===== src/rtl/irq_req_latch.sv =====
module irq_req_latch #(
  parameter int LINES = 8,
  parameter logic [LINES-1:0] TRIG_MASK = 8'hF8,
  localparam int AW = (LINES > 1) ? $clog2(LINES) : 1
) (
  input  logic             clk,
  input  logic             rst_n,
  input  logic [LINES-1:0] line_in,
  input  logic [LINES-1:0] mask_in,
  input  logic             ack_valid,
  input  logic [AW-1:0]    ack_line,
  input  logic             trig_wr,
  input  logic [LINES-1:0] trig_wdata,
  output logic [LINES-1:0] trig_rdata,
  output logic [LINES-1:0] req_out,
  output logic [LINES-1:0] evt_new,
  output logic [LINES-1:0] evt_coal,
  output logic [LINES-1:0] evt_masked
);

  logic [LINES-1:0] meta_q, lvl_q, prev_q, trig_q, req_q;
  logic [LINES-1:0] rise, ack_vec, req_nxt;

  assign rise    = lvl_q & ~prev_q;
  assign ack_vec = ack_valid ? (LINES'(1) << ack_line) : '0;

  // level lines follow the input; edge lines hold until acked, new edge wins
  assign req_nxt = (trig_q & lvl_q) |
                   (~trig_q & ((req_q & ~ack_vec) | rise));

  always_ff @(posedge clk or negedge rst_n) begin
    if (!rst_n) begin
      meta_q     <= '0;
      lvl_q      <= '0;
      prev_q     <= '0;
      trig_q     <= '0;
      req_q      <= '0;
      evt_new    <= '0;
      evt_coal   <= '0;
      evt_masked <= '0;
    end else begin
      meta_q     <= line_in;
      lvl_q      <= meta_q;
      prev_q     <= lvl_q;
      req_q      <= req_nxt;
      evt_masked <= rise & mask_in;
      evt_new    <= rise & ~mask_in & ~req_q;
      evt_coal   <= rise & ~mask_in & req_q;
      if (trig_wr) trig_q <= trig_wdata & TRIG_MASK;
    end
  end

  assign trig_rdata = trig_q;
  assign req_out    = req_q;

endmodule



===== config.mk =====
export PLATFORM = sky130hd
export DESIGN_NAME = irq_req_latch
export DESIGN_NICKNAME = d
export VERILOG_FILES = /design/src/rtl/irq_req_latch.sv
export SDC_FILE = /design/constraint.sdc
export NUM_CORES = 1
export LEC_CHECK = 0
export ABC_AREA = 1
export BUFFER_PORTS_ARGS = -buffer_cell sky130_fd_sc_hd__buf_2
export CORE_MARGIN = 10
export CORE_UTILIZATION = 48
export CTS_CLUSTER_SIZE = 10
export DETAILED_ROUTE_END_ITERATION = 16
export PLACE_DENSITY = 0.79
export SETUP_SLACK_MARGIN = 0.1
export SLEW_MARGIN = 20
export SYNTH_ARGS = -nofsm -noshare
export SYNTH_HDL_FRONTEND = slang
export SYNTH_SLANG_ARGS = --single-unit
export TNS_END_PERCENT = 30

===== constraint.sdc =====
create_clock -name clk -period 0.9 [get_ports clk]
set_clock_uncertainty 0.1 [all_clocks]
set_input_delay 0.09 -clock clk [delete_from_list [all_inputs] [get_ports clk]]
set_output_delay 0.09 -clock clk [all_outputs]
set_load 0.05 [all_outputs]

==> results.md, run 1 <==
- Status: finished, violations left
- Failing checks: hold timing, setup timing
- Critical Path AT: 0.93 ns
- Final hold slack: -0.0220 ns
- Initial antenna violation count: 0
- RSZ-0062 raised after global routing: yes
- Max H-tree Level: 3
- Port bufs: 64
- Vias per cell: 4.60
- Largest family of logic cells by synthesized area: simple AND/OR/NAND/NOR gates
- Leak Pwr: roughly 1.7 nW
- Std cell rows: 23
- Drt drc: 0
- First drt pass iteration count: 4
- Initial core utilization: between 50% and 60%
- Max Slew Vio Count: 0
- Routed via count: 1,600
- Layout area overhead: 62.8%
- Final net count: around 320
- CTS Buf Count: 9
- CP endpoint kind: output pin
- Startpoint types: flop
- Full die area: approximately 7300 um^2
- Die height: roughly 85 um
- Synth top area share: 74.8%
- Routed Wire Length: ~5500 um
- Worst path top cell family by delay: flip-flops
- Clock sinks: 61
- Fin worst setup slack: -0.215 ns
- Synth Area in XOR/XNOR: 0%
- IR drop worst, VDD: between 0.0015 and 0.002 V
- Num ports: 71
- Final core area utilization: roughly four fifths
- Final setup fails: 44
- Most common cell after layout, fill and taps aside: dfrtp_1
- Critical Path Fanout Max: 2
- Synthesis-stage register bit count: slightly above 60
- Largest net degree at the start of global routing: 34
- Overall Power: about 6.3 mW
- First-pass GRT wire length: 8510 um
- Post-Synth Simple-Gate Area: between 10 and 15%
- Fill cells: approximately 230
- Clock slew at reported path FFs: around 0.070 ns
- Number of synthesized flops with an enable pin: 0
- Fmax: around 900 MHz
- Final hold vios: 4
- Tcrit/Tclk final: 124%
- Overflow after GRT: 0
- Commonest cells after routing, fill and taps aside: 48 x dfrtp_1, 43 x buf_6, 27 x nand2_1, 27 x buf_2
- WS Path Type: flop to output pin
- CTS tree: yes
- Finished Layout Cells: between 300 and 400
- Multiplexer share of the synthesized area: 0%
- Yosys top cell by area: dfrtp_1
- Adder-cell share of the synthesized area: 0%
- Critical Path RT: 0.71 ns
- CP Buf/Inv Count: 1
- Root Buffer: clkbuf_8
- Compound-cell area share of the yosys netlist: under 10%
- CP Cell Sequence: buf_6
- Cts hold-fix bufs: 22
- Via count of the first global-routing pass: around 1,700
- Core area: 4060 um^2
- Synthesized instance count: approximately 180
- Sequential share of the synthesized area: between 70% and 80%
- Biggest cell delay along the critical path: around 0.43 ns
- FFs w/ async S/R, synth: between 90% and 100%
- Maxcap violations: 0
- Post-synth top flop: dfrtp_1
- Clk_lat worst skew: about 0.34 ns
- Ant. Diodes: 0
- Final GP Congestion: ~0.76
- Aggregate global-route resource usage: between 15 and 20%
- Min cycle time layout: ~1.1 ns
- Post-DP HPWL: 3080 um
- Post-route ant nets: 0
- Synth Warn #: 0
- Average wire per standard cell: approximately 16 um
- Die extent in x: about 85 um
- Yosys cell types: 14
- Dpl cells: about 300
- Initial DRC count: 46
- Mapped Area: between 2000 and 2500 um^2
- Clk buf depth: 2
- Slowest cell on the critical path: dfrtp_2
- Hold Path Class: input pin to flop
- Layout cells sized above 1: between 50% and 60%
- Top cells by area, synth: dfrtp_1 75%, nand2_1 6.6%, inv_1 5.9%
- Syn_area_per_cell: 11.1 um^2
- Power density over cell area: around 1900 nW/um^2
[cell families after synthesis]
logic type,Yosys count
AO/OA/AOI/OAI,11
other,1
buffers and inverters,37
flip-flops,61
AND/OR/NAND/NOR,73
[through the flow]
stage,TNS (ns),area [um^2],setup WS (ns)
final,-6.42,3320,-0.215
after global routing,-7.83,3320,-0.239
after CTS,-6.56,3210,-0.205
after detailed placement,0,2450,0.0517
after global placement,0,2450,0.0673
after floorplan,-0.171,2060,-0.0352
[power by group]
group | switching, mW | internal, mW | total (mW)
Clock | 0.963 | 1.07 | 2.03
Combinational | 0.755 | 0.494 | 1.25
Sequential | 0.111 | 2.91 | 3.02
Total | 1.83 | 4.47 | 6.30
[synthesized netlist by cell type, types with 3 or more instances]
| cell type | number |
|---|---|
| dfrtp_1 | 61 |
| nand2_1 | 36 |
| inv_1 | 32 |
| nor2_1 | 22 |
| o21ai_0 | 11 |
| nor3_1 | 9 |
| buf_4 | 3 |
| nand3_1 | 3 |
[cell type report]
type                            count  area [um^2]  share of cell area [%]
Multi-Input combinational cell     87          502                    15.1
Clock inverter                      2         10.0                   0.301
Timing Repair Buffer              101          927                    27.9
Sequential cell                    61         1540                    46.5
Clock buffer                       14          153                    4.60
Inverter                           33          124                    3.73
Tap cell                           50         62.6                    1.88
[per-layer routing]
layer | up-vias | GRT usage [%] | share of wire [%]
met5 | - | 0 | 0
met4 | 0 | 9.43 | 2.5
met3 | 15 | 5.54 | 6.7
met2 | 52 | 27.5 | 57
met1 | 765 | 14.1 | 34
li1 | 768 | - | -
[state kept, by name (all words and copies together) (netlist names)]
signal / flops
evt_coal: 8
evt_masked: 8
evt_new: 8
lvl_q: 8
meta_q: 8
prev_q: 8
req_out: 8
trig_rdata: 5
[timing repair]
| item | 4_1_cts | 5_1_grt |
|---|---|---|
| pin swaps | 5 | 9 |
| gates resized for setup | 87 | 38 |
| buffers inserted | 13 | 0 |
| endpoints found under the hold margin | 99 | 4 |
| endpoints found under the setup margin | 54 | 74 |
| cloned | 0 | 0 |
[path summary, 6_finish.rpt]
kind                               start             to  slack [ns]  depth (start not counted)
min in group asynchronous          rst_n    evt_coal[5]        0.16                          3
max                        trig_rdata[5]  trig_rdata[5]       -0.22                          1
max reg2reg                trig_rdata[5]     req_out[5]       -0.09                          3
min reg2reg                    meta_q[2]       lvl_q[2]        0.25                          0
max in group asynchronous          rst_n     req_out[0]        0.16                          3
min                              trig_wr  trig_rdata[7]       -0.02                          2
Note: power is estimated with default switching activity, not from simulation.
==> run 2: changes to the inputs <==
Settings changed: ABC_AREA 1 to 0.
==> results.md, run 2 <==
- Fill cells: 202 (was 226)
- Ant. Diodes: 0 (unchanged)
- Finished Layout Cells: 294 (was 348)
- Post-DP HPWL: 3020 um (was 3080 um)
- Most common cell in the netlist: dfrtp_1 (unchanged)
- RSZ-0062 raised after global routing: yes (unchanged)
- CP endpoint kind: output pin (unchanged)
- Root Buffer: clkbuf_8 (unchanged)
- CTS Buf Count: 9 (unchanged)
- Dpl cells: 249 (was 297)
- Port bufs: 64 (unchanged)
- Most common cell after layout, fill and taps aside: buf_6 (was dfrtp_1)
- Synth Warn #: 0 (unchanged)
- Via count of the first global-routing pass: 1,722 (was 1,724)
- Mapped Area: 2020 um^2 (was 2040 um^2)
- Startpoint types: flop (unchanged)
- CTS tree: yes (unchanged)
- Average wire per standard cell: 19.2 um (was 15.7 um)
- Failing checks: hold timing, setup timing (unchanged)
- Top cells by area, synth: dfrtp_1 76%, nor4b_1 2.6%, a32o_1 2.5% (was dfrtp_1 75%, nand2_1 6.6%, inv_1 5.9%)
- Post-route cell area: 3350 um^2 (was 3320 um^2)
- Maxcap violations: 0 (unchanged)
- Drt drc: 0 (unchanged)
- Cts hold-fix bufs: 17 (was 22)
- WS Path Type: flop to output pin (unchanged)
- Max H-tree Level: 3 (unchanged)
- Hold Path Class: input pin to flop (unchanged)
- Layout area overhead: 66.2% (was 62.8%)
- Sequential share of the synthesized area: 75.7% (was 74.8%)
- Post-route ant nets: 0 (unchanged)
- Synth top area share: 75.7% (was 74.8%)
- Die extent in x: 84.8 um (was 85.2 um)
- Largest net degree at the start of global routing: 62 (was 34)
- Final GP Congestion: 0.704 (was 0.763)
- IR drop worst, VDD: 0.00123 V (was 0.00159 V)
- Clk buf depth: 2 (unchanged)
- Max Slew Vio Count: 0 (unchanged)
- Critical Path AT: 1.01 ns (was 0.93 ns)
- Aggregate global-route resource usage: 15.9% (was 15.2%)
- Yosys cell types: 21 (was 14)
- First drt pass iteration count: 4 (unchanged)
- Core area: 4030 um^2 (was 4060 um^2)
- Initial DRC count: 93 (was 46)
- First-pass GRT wire length: 8910 um (was 8510 um)
- Std cell rows: 23 (unchanged)
- Routed via count: 1,472 (was 1,600)
- Status: finished, violations left (unchanged)
- Full die area: 7190 um^2 (was 7260 um^2)
- Critical Path RT: 0.71 ns (about the same)
- Critical Path Fanout Max: 3 (was 2)
- Commonest cells after routing, fill and taps aside: 47 x buf_6, 44 x dfrtp_1, 27 x buf_2 (was 48 x dfrtp_1, 43 x buf_6, 27 x nand2_1, 27 x buf_2)
- Num ports: 71 (unchanged)
- Post-synth top flop: dfrtp_1 (unchanged)
- Final setup fails: 52 (was 44)
- Number of synthesized flops with an enable pin: 0 (unchanged)
- Synthesized instance count: 135 (was 183)
- Die height: 84.8 um (was 85.2 um)
- Syn_area_per_cell: 14.9 um^2 (was 11.1 um^2)
- Synthesis-stage register bit count: 61 (unchanged)
- Tcrit/Tclk final: 133% (was 124%)
- Fin worst setup slack: -0.296 ns (was -0.215 ns)
- Routed Wire Length: 5650 um (was 5470 um)
- Clock slew at reported path FFs: 0.07 ns (about the same)
- Fmax: 836 MHz (was 897 MHz)
- Initial antenna violation count: 0 (unchanged)
- Clock sinks: 61 (unchanged)
- Leak Pwr: 1.62 nW (was 1.73 nW)
- Vias per cell: 5.01 (was 4.60)
- Final net count: 270 (was 324)
- Yosys top cell by area: dfrtp_1 (unchanged)
- Clk_lat worst skew: 0.33 ns (was 0.34 ns)
- Top cells by count, synth: 61 x dfrtp_1, 11 x inv_1, 8 x nand2b_1 (was 61 x dfrtp_1, 36 x nand2_1, 32 x inv_1)
- Initial core utilization: 50.1% (was 50.3%)
- Final hold slack: -0.127 ns (was -0.0220 ns)
- DP Area: 2460 um^2 (was 2450 um^2)
- Power density over cell area: 1940 nW/um^2 (was 1900 nW/um^2)
- FFs w/ async S/R, synth: 100% (unchanged)
- Min cycle time layout: 1.20 ns (was 1.12 ns)
- Final hold vios: 16 (was 4)
- Reg2reg setup slack: -0.20 ns (was -0.09 ns)
- Layout cells sized above 1: 57.8% (was 50.7%)
- Overflow after GRT: 0 (unchanged)
[run 2: final timing paths]
kind                               start       endpoint  cells past startpoint
hold / removal                mask_in[7]     evt_new[7]                      2
setup reg to reg           trig_rdata[4]     req_out[4]                      3
min in group asynchronous          rst_n    evt_coal[6]                      3
hold reg to reg                meta_q[0]       lvl_q[0]                      0
max in group asynchronous          rst_n     req_out[1]                      3
setup / recovery           trig_rdata[6]  trig_rdata[6]                      2
[run 2: area by class of cell]
cell class / instances / area [um^2] / share of cell area, %
Tap cell: 50 / 62.6 / 1.87
Inverter: 11 / 48.8 / 1.46
Clock inverter: 4 / 22.5 / 0.672
Timing Repair Buffer: 95 / 892 / 26.6
Sequential cell: 61 / 1550 / 46.2
Clock buffer: 12 / 155 / 4.63
Multi-Input combinational cell: 61 / 623 / 18.6
[run 2: repair_timing]
item,CTS,global route
pin swaps,6,8
endpoints found under the hold margin,98,18
setup buffers,11,1
gates resized for setup,107,25
endpoints found under the setup margin,69,74
cloned,0,0
[run 2: logic make-up after synthesis]
| kind of cell | count (synthesis) | synth area share (%) |
|---|---|---|
| other cells | 1 | 0.186 |
| buf+inv | 15 | 3.35 |
| compound gates | 13 | 4.65 |
| flops | 61 | 75.7 |
| simple gates | 45 | 16.1 |
[run 2: routing by layer]
metal	vias up	global-route usage (%)	wire, um
li1	672	-	-
met1	736	15.5	2070
met2	53	27.2	3100
met3	11	8.51	368
met4	0	6.89	112
met5	-	0	0
[run 2: through the flow]
| step | setup slack (ns) | TNS [ns] | total power [mW] | utilization [%] |
|---|---|---|---|---|
| after global placement | -0.0306 | -0.208 | 3.87 | 61.1 |
| after global routing | -0.340 | -9.52 | 6.77 | 83.2 |
| after floorplan | -0.175 | -2.11 | 3.60 | - |
| final | -0.296 | -7.82 | 6.49 | 83.2 |
| after detailed placement | -0.0595 | -0.441 | 3.90 | 61.1 |
| after CTS | -0.314 | -7.75 | 6.41 | 80.2 |
[run 2: worst max-delay path, stage by stage (launching register included)]
cell and delay, ns:
dfrtp_2 0.42, buf_6 0.12, buf_8 0.14
[run 2: where the power goes]
part | internal (mW) | switching, mW
combinational | 0.564 | 0.723
sequential | 2.91 | 0.142
clock | 1.13 | 1.02
==> run 3: changes to the inputs <==
Settings changed: BUFFER_PORTS_ARGS -buffer_cell sky130_fd_sc_hd__buf_2 to -buffer_cell sky130_fd_sc_hd__buf_4.
==> results.md, run 3 (synthesis gave the netlist of run 2 again) <==
- Cts hold-fix bufs: 17 (unchanged)
- CP Depth: 2 (unchanged)
- Clock sinks: 61 (unchanged)
- Initial antenna violation count: 0 (unchanged)
- CP endpoint kind: output pin (unchanged)
- Post-DP HPWL: 3640 um (was 3020 um)
- Hold path startpoint: mask_in[5] (was mask_in[7])
- Routed via count: 1,544 (was 1,472)
- Vias per cell: 5.20 (was 5.01)
- Post-route ant nets: 0 (unchanged)
- IR drop worst, VDD: 0.00125 V (was 0.00123 V)
- Power density over cell area: 1900 nW/um^2 (was 1940 nW/um^2)
- CTS Buf Count: 9 (unchanged)
- Max Slew Vio Count: 0 (unchanged)
- Final GP Congestion: 0.776 (was 0.704)
- Final setup fails: 57 (was 52)
- Failing checks: hold timing, setup timing (unchanged)
- Aggregate global-route resource usage: 16.0% (was 15.9%)
- WS Path Type: flop to output pin (unchanged)
- Die extent in x: 84.8 um (unchanged)
- Clock slew at reported path FFs: 0.06 ns (was 0.07 ns)
- Setup crit end: req_out[7] (was trig_rdata[6])
- CP Buf/Inv Count: 2 (unchanged)
- Biggest cell delay along the critical path: 0.42 ns (about the same)
- Hold Path Class: input pin to flop (unchanged)
- Crit path from: req_out[7] (was trig_rdata[6])
- Die height: 84.8 um (unchanged)
- Initial core utilization: 50.1% (unchanged)
- Worst path top cell family by delay: flip-flops (unchanged)
- Reg-to-reg endpoint: req_out[7] (was req_out[4])
- Largest net degree at the start of global routing: 62 (unchanged)
- Final core area utilization: 85.2% (was 83.2%)
- RSZ-0062 raised after global routing: yes (unchanged)
- Final hold slack: -0.163 ns (was -0.127 ns)
- Layout area overhead: 70.2% (was 66.2%)
- Final hold vios: 23 (was 16)
- Post-placement setup slack: -0.0801 ns (was -0.0595 ns)
- Worst R2R Path Depth: 3 (unchanged)
- Average wire per standard cell: 20.6 um (was 19.2 um)
- Critical Path AT: 1.01 ns (about the same)
- Routed Wire Length: 6120 um (was 5650 um)
- Clk_lat worst skew: 0.34 ns (was 0.33 ns)
- Drt drc: 0 (unchanged)
- Full die area: 7190 um^2 (unchanged)
- Worst r2r src: trig_rdata[7] (was trig_rdata[4])
- First drt pass iteration count: 4 (unchanged)
- CP Cell Sequence: buf_6 -> buf_8 (unchanged)
- Core area: 4030 um^2 (unchanged)
- Num ports: 71 (unchanged)
- Maxcap violations: 0 (unchanged)
- Reg2reg setup slack: -0.20 ns (about the same)
- Clk buf depth: 2 (unchanged)
- Most common cell after layout, fill and taps aside: buf_6 (unchanged)
- Via count of the first global-routing pass: 1,701 (was 1,722)
- Layout cells sized above 1: 57.3% (was 57.8%)
- Status: finished, violations left (unchanged)
- Port bufs: 64 (unchanged)
- Max H-tree Level: 3 (unchanged)
- First-pass GRT wire length: 8820 um (was 8910 um)
- Root Buffer: clkbuf_8 (unchanged)
- Critical Path RT: 0.71 ns (about the same)
- Startpoint types: flop (unchanged)
- Leak Pwr: 1.65 nW (was 1.62 nW)
- Initial DRC count: 48 (was 93)
- Final net count: 272 (was 270)
- Overall Power: 6.51 mW (was 6.49 mW)
- Commonest cells after routing, fill and taps aside: 46 x buf_6, 44 x dfrtp_1, 32 x buf_4 (was 47 x buf_6, 44 x dfrtp_1, 27 x buf_2)
- Overflow after GRT: 0 (unchanged)
- Min cycle time layout: 1.20 ns (about the same)
- Critical Path Fanout Max: 2 (was 3)
- CTS tree: yes (unchanged)
- Slowest cell on the critical path: dfrtp_2 (unchanged)
- Tcrit/Tclk final: 134% (was 133%)
- Fmax: 831 MHz (was 836 MHz)
- Fin worst setup slack: -0.304 ns (was -0.296 ns)
- Std cell rows: 23 (unchanged)
==> run 3: cell types whose count changed in the layout (fill, tap and decap cells not counted), sizes merged <==
cell         before  now
clkinv            3    1
clkbuf           12   15
clkinvlp          1    0
diode             0    1
dlygate4sd3      17   16
buf              78   81
==> run 3: repair_timing <==
| item | 4_1_cts | 5_1_grt |
|---|---|---|
| gates resized for setup | 63 | 31 |
| buffers inserted | 10 | 3 |
| hold endpoints to repair | 98 | 22 |
| pin swaps | 6 | 5 |
| setup endpoints to repair | 71 | 74 |
==> run 3: worst register-to-register path: cells and delay by family, from the launching register on <==
family,cells,cell delay [ns]
AO/OA/AOI/OAI,1,0.19
buffers and inverters,1,0.15
flip-flops,1,0.41
AND/OR/NAND/NOR,1,0.13
==> run 3: worst min path at each step <==
stage,to,slack (ns),cells past startpoint
6_report,evt_new[5],-0.16,2
5_1_grt,evt_new[5],-0.17,2
4_1_cts,evt_new[3],-0.18,2
3_5_place_dp,evt_masked[4],0.006,2
3_3_place_gp,evt_coal[4],-0.006,2
2_1_floorplan,evt_coal[0],-0.31,0
==> run 3: metrics by stage <==
step	setup TNS, ns	hold WS (ns)	cells	area [um^2]
6_report	-8.31	-0.163	297	3430
5_1_grt	-9.88	-0.173	296	3430
4_1_cts	-7.61	-0.175	293	3280
3_5_place_dp	-0.819	0.00573	250	2630
3_3_place_gp	-0.136	-0.00566	250	2630
2_1_floorplan	-2.11	-0.306	137	2080
==> run 3: report_power, final <==
group / total [mW] / switching (mW) / internal [mW]
sequential: 3.06 / 0.145 / 2.91
combinational: 1.34 / 0.729 / 0.608
clock: 2.11 / 0.964 / 1.15
==> run 3: area by class of cell <==
type                            instances  area [um^2]
Sequential cell                        61         1550
Timing Repair Buffer                   97          968
Multi-Input combinational cell         61          628
Fill cell                             195          597
Clock buffer                           15          166
Tap cell                               50         62.6
Inverter                               11         51.3
Clock inverter                          1         5.00
Antenna cell                            1         2.50
==> run 3: per-layer routing <==
metal	vias up	wire length, um	global-route usage (%)
met4	0	149	9.13
met1	790	2020	14.3
met2	60	3520	29.5
met5	-	0	0
met3	14	430	6.31
li1	680	-	-
